[src/rtl/sdac_framer.sv]
module sdac_framer #(
  parameter int HALF_CYC     = 2,
  parameter int CS_LEAD_CYC  = 1,
  parameter int FS_LEAD_CYC  = 1,
  parameter int END_CYC      = 1,
  parameter int FS_HIGH_CYC  = 2,
  parameter int BYTE_GAP_CYC = 3,
  parameter bit INIT_FAST    = 1'b1,
  parameter bit INIT_PDOWN   = 1'b0,
  parameter logic [1:0] INIT_REF = 2'b10
) (
  input  logic       clk,
  input  logic       rst_n,
  input  logic       req_valid,
  output logic       req_ready,
  input  logic       req_ctrl,
  input  logic       req_fast,
  input  logic       req_pdown,
  input  logic [1:0] req_ref,
  input  logic [7:0] req_code,
  input  logic       byte_mode,
  output logic       cs_n,
  output logic       fs_n,
  output logic       sclk,
  output logic       sdo
);
  localparam int WORD_W = 16;
  localparam int HALF_W = WORD_W / 2;
  localparam int BIT_W  = $clog2(WORD_W + 1);

  function automatic int imax(input int a, input int b);
    return (a > b) ? a : b;
  endfunction

  localparam int MAXC = imax(imax(imax(HALF_CYC, CS_LEAD_CYC), imax(FS_LEAD_CYC, END_CYC)),
                             imax(FS_HIGH_CYC, BYTE_GAP_CYC));
  localparam int CW = $clog2(MAXC + 1);

  typedef enum logic [2:0] {S_IDLE, S_CSLEAD, S_FSLEAD, S_LOW, S_HIGH, S_GAP, S_TAIL, S_FSHI} st_t;

  st_t              st;
  logic [CW-1:0]    cnt;
  logic [BIT_W-1:0] nfall;
  logic [WORD_W-1:0] word;
  logic             byte_q, need_ctrl, c_fast, c_pdown;
  logic [1:0]       c_ref;

  wire tick       = (cnt == '0);
  wire take       = req_valid && req_ready;
  wire cfg_diff   = {req_fast, req_pdown, req_ref} != {c_fast, c_pdown, c_ref};
  wire start_ctrl = (st == S_IDLE) && need_ctrl;
  wire start_data = take && !req_ctrl;

  assign req_ready = (st == S_IDLE) && !need_ctrl;
  assign sdo = word[WORD_W-1];

  always_ff @(posedge clk or negedge rst_n) begin
    if (!rst_n) begin
      st <= S_IDLE; cnt <= '0; nfall <= '0; word <= '0; byte_q <= 1'b0;
      cs_n <= 1'b1; fs_n <= 1'b1; sclk <= 1'b1;
      c_fast <= INIT_FAST; c_pdown <= INIT_PDOWN; c_ref <= INIT_REF;
      need_ctrl <= 1'b1;
    end else begin
      if (take && req_ctrl && cfg_diff) begin
        c_fast <= req_fast; c_pdown <= req_pdown; c_ref <= req_ref;
        need_ctrl <= 1'b1;
      end
      if (st != S_IDLE && !tick) cnt <= cnt - 1'b1;
      case (st)
        S_IDLE: if (start_ctrl || start_data) begin
          st <= S_CSLEAD; cs_n <= 1'b0; cnt <= CW'(CS_LEAD_CYC - 1);
          nfall <= '0; byte_q <= byte_mode;
          word <= start_ctrl ? {1'b1, c_fast, c_pdown, 1'b1, 10'd0, c_ref}
                             : {1'b0, c_fast, c_pdown, 1'b0, req_code, 4'd0};
          if (start_ctrl) need_ctrl <= 1'b0;
        end
        S_CSLEAD: if (tick) begin
          fs_n <= 1'b0; st <= S_FSLEAD; cnt <= CW'(FS_LEAD_CYC - 1);
        end
        S_FSLEAD, S_HIGH: if (tick) begin
          sclk <= 1'b0; nfall <= nfall + 1'b1; st <= S_LOW; cnt <= CW'(HALF_CYC - 1);
        end
        S_GAP: if (tick) begin
          st <= S_HIGH; cnt <= CW'(HALF_CYC - 1);
        end
        S_LOW: if (tick) begin
          sclk <= 1'b1;
          if (nfall == BIT_W'(WORD_W)) begin
            st <= S_TAIL; cnt <= CW'(END_CYC - 1);
          end else begin
            word <= {word[WORD_W-2:0], 1'b0};
            if (byte_q && nfall == BIT_W'(HALF_W)) begin
              st <= S_GAP; cnt <= CW'(BYTE_GAP_CYC - 1);
            end else begin
              st <= S_HIGH; cnt <= CW'(HALF_CYC - 1);
            end
          end
        end
        S_TAIL: if (tick) begin
          fs_n <= 1'b1; cs_n <= 1'b1; st <= S_FSHI; cnt <= CW'(FS_HIGH_CYC - 1);
        end
        S_FSHI: if (tick) st <= S_IDLE;
        default: st <= S_IDLE;
      endcase
    end
  end

  assert_ready_quiet_R6: assert property (@(posedge clk) disable iff (!rst_n)
    req_ready |-> (cs_n && fs_n));
  assert_fs_inside_cs_R7: assert property (@(posedge clk) disable iff (!rst_n)
    $fell(fs_n) |-> (!cs_n && $past(!cs_n)));
  assert_sclk_framed_R8: assert property (@(posedge clk) disable iff (!rst_n)
    !sclk |-> !fs_n);
  assert_sdo_hold_R9: assert property (@(posedge clk) disable iff (!rst_n)
    !sclk |-> $stable(sdo));
  assert_end_together_R10: assert property (@(posedge clk) disable iff (!rst_n)
    $rose(fs_n) |-> $rose(cs_n));
  assert_ctrl_once_R5: assert property (@(posedge clk) disable iff (!rst_n)
    (take && req_ctrl && !cfg_diff) |=> !need_ctrl);
endmodule

[config.mk]
export PLATFORM = sky130hd
export DESIGN_NAME = sdac_framer
export DESIGN_NICKNAME = d
export VERILOG_FILES = /design/src/rtl/sdac_framer.sv
export SDC_FILE = /design/constraint.sdc
export NUM_CORES = 1
export LEC_CHECK = 0
export BUFFER_PORTS_ARGS = -buffer_cell sky130_fd_sc_hd__buf_2
export CORE_MARGIN = 2
export CORE_UTILIZATION = 58
export CTS_CLUSTER_DIAMETER = 100
export DETAILED_ROUTE_END_ITERATION = 6
export GPL_ROUTABILITY_DRIVEN = 0
export MAX_ROUTING_LAYER = met4
export PLACE_DENSITY_LB_ADDON = 0.15
export SLEW_MARGIN = 20
export SYNTH_ARGS = -nofsm -noshare
export SYNTH_HDL_FRONTEND = slang
export SYNTH_SLANG_ARGS = --single-unit
export TNS_END_PERCENT = 1
[constraint.sdc]
create_clock -name clk -period 1.98 [get_ports clk]
set_input_delay 0.297 -clock clk [delete_from_list [all_inputs] [get_ports clk]]
set_output_delay 0.297 -clock clk [all_outputs]
set_load 0.01 [all_outputs]
==> impl_metrics.env <==
export IMPL_clock_skew_ns=0.00983
export IMPL_crit_slowest_cell="dfrtp_1"
export IMPL_setup_tns_ns=0
export IMPL_num_antenna_cells=0
export IMPL_num_io_pins=22
export IMPL_power_leakage_nw=1.03
export IMPL_row_count=20
export IMPL_grt_max_degree=36
export IMPL_clkTransAtPathRegs_ns=0.11
export IMPL_yosysSeqAreaShare_pct=45.6
export IMPL_dr_total_vias=1472
export IMPL_wire_per_inst_um=15.2
export IMPL_crit_required_ns=1.68
export IMPL_initial_utilization_pct=62.4
export IMPL_finalMaxSlewViolations=0
export IMPL_synth_edf_count=0
export IMPL_drive_gt1_share_pct=32.1
export IMPL_start_kind="register"
export IMPL_dieArea_um2=3820
export IMPL_cts_resized=0
export IMPL_root_buffer="clkbuf_4"
export IMPL_htree_levels=2
export IMPL_rsz0062_at_grt="no"
export IMPL_synth_distinct_cells=47
export IMPL_postCtsSetupRepairBufs=0
export IMPL_finalSetupViolCount=0
export IMPL_synth_cells=182
export IMPL_yosysWarnings=0
export IMPL_via_per_inst=5.75
export IMPL_critPathBufInv=1
export IMPL_hold_buffers=0
export IMPL_wl_um=3890
export IMPL_numPortBuffers=21
export IMPL_fin_hold_ws_ns=0.0124
export IMPL_cp_data_arrival_time_ns=1.54
export IMPL_critPathMaxFanout=10
export IMPL_drc=0
export IMPL_clk_latency_ns=0.34
export IMPL_dp_hpwl_um=2850
export IMPL_period_share_pct=92.6
export IMPL_ys_async_sr_fraction_pct=100
export IMPL_syn_area_per_cell_um2=10.6
export IMPL_ys_seq_elements=35
export IMPL_cp_top_family="flip-flops"
export IMPL_clock_fmax_mhz=546
export IMPL_cp_slowest_stage_delay_ns=0.53
export IMPL_grt_pass1_vias=1478
export IMPL_slew_headroom_pct=49.2
export IMPL_finish_net_count=231
export IMPL_min_period_ns=1.83
export IMPL_synth_area_um2=1940
export IMPL_cts_tree="built"
export IMPL_die_h_um=61.8
export IMPL_grt_remaining_overflow=0
export IMPL_clk_path_buf_depth=2
export IMPL_crit_path_end_kind="output pin"
export IMPL_grt_pass1_wl_um=6830
export IMPL_coreArea_um2=3100
export IMPL_grt_antenna_before_repair=0
export IMPL_worst_pin_slew_ns=0.762
export IMPL_drt_initial_drc_count=118
export IMPL_status="finished clean"
export IMPL_dr_pass1_iters=4
export IMPL_path_class="register to output pin"
export IMPL_holdCritPathClass="primary input to async pin"
export IMPL_grtUsageTotal_pct=25.6
export IMPL_path_cells="or3_1 -> nor2_1 -> buf_2"
export IMPL_max_cap_violations=0
export IMPL_chipWidth_um=61.8
export IMPL_n_fill_cell=266
export IMPL_synthFlopType="dfrtp_1"
export IMPL_ant_nets=0
export IMPL_cts_buffers_inserted=5
export IMPL_syn_nets=202
export IMPL_ir_drop_mv=0.401
export IMPL_hold_viol_final=0
export IMPL_p_per_area_nw_per_um2=581
export IMPL_areaGrowthSynthToFinish_pct=14.7
export IMPL_clock_sinks=35
-- layer usage --
layer	vias to the layer above	global-route usage [%]	share of wire [%]
met5	-	-	0
met4	0	9.42	2.0
met3	7	6.00	3.5
met2	30	42.0	51
met1	717	30.7	44
li1	718	-	-
-- placed cells by master, fill, tap and decap left out, drive strengths merged, types with 3 or more instances in the layout --
| master | n |
|---|---|
| nor3 | 3 |
| a21oi | 9 |
| nand2 | 16 |
| xnor2 | 5 |
| ha | 3 |
| nor2 | 6 |
| clkbuf | 6 |
| nand3 | 10 |
| inv | 11 |
| mux2 | 20 |
| a22o | 10 |
| dfstp | 6 |
| o21ai | 12 |
| dfrtp | 29 |
| nor2b | 3 |
| buf | 32 |
| nand2b | 3 |
-- cell families after synthesis --
| family | synth area share [%] |
|---|---|
| fa+ha+maj | 1.94 |
| mux | 13.5 |
| simple gates | 13.7 |
| xor+xnor | 2.71 |
| flops | 45.6 |
| buf+inv | 5.23 |
| compound gates | 17.3 |
-- power breakdown --
group | switching [mW] | total (mW) | internal (mW)
clock | 0.240 | 0.538 | 0.298
sequential | 0 | 0.715 | 0.715
combinational | 0.0223 | 0.0370 | 0.0147
-- sequential cells by signal, indices dropped and copies added, names as in the netlist, 2 cells and up --
name and flops:
c_ref 2, cnt 2, nfall 5, st 3, word 16
-- layout make-up --
type / instances / area, µm² / area share, %
multi-input cells: 126 / 955 / 43.0
flip-flops and latches: 35 / 883 / 39.8
repair buffers: 32 / 200 / 9.01
well taps: 44 / 55.1 / 2.48
clock buffers: 6 / 51.3 / 2.31
inverters: 11 / 41.3 / 1.86
clock inverters: 2 / 35.0 / 1.58
-- Yosys cell counts, drive strengths merged (2+ instances only) --
library cell	n	share of area, %
mux2	20	13
nand2	16	3.1
nand2b	3	0.97
o21ai	12	3.3
a21oi	9	2.9
inv	11	2.1
nor3	3	1.6
o211ai	2	0.77
dfstp	6	8.1
o22a	2	0.90
a22o	10	4.5
xnor2	5	2.3
nand3	10	2.6
ha	3	1.9
buf	4	1.9
nor2b	3	0.97
clkbuf	6	1.2
dfrtp	29	37
o31ai	2	0.77
nor2	6	1.3
and3b	2	0.90
-- per-stage QoR --
| stage | power (mW) | utilization (%) | cells | instance area (µm²) | setup WS, ns |
|---|---|---|---|---|---|
| finish | 1.29 | 71.6 | 256 | 2220 | 0.147 |
| global placement | 0.766 | 68.7 | 248 | 2130 | 0.199 |
| CTS | 1.31 | 71.5 | 256 | 2220 | 0.132 |
| floorplan | 0.735 | - | 182 | 1940 | 0.188 |
| global route | 1.34 | 71.6 | 256 | 2220 | 0.0414 |
| detailed placement | 0.767 | 68.7 | 248 | 2130 | 0.167 |
-- path summary, 6_finish.rpt --
path                            from  slack (ns)   endpoint  cells after the start
min reg2reg                  word[2]        0.49    word[3]                      2
max in group asynchronous      rst_n        1.47    word[4]                      1
min                            rst_n        0.01     cnt[1]                      1
max reg2reg                    st[1]        0.15    word[4]                      5
min in group clk           byte_mode        0.18     byte_q                      2
max                            st[1]        0.15  req_ready                      3
(Power assumes the default switching activity.)
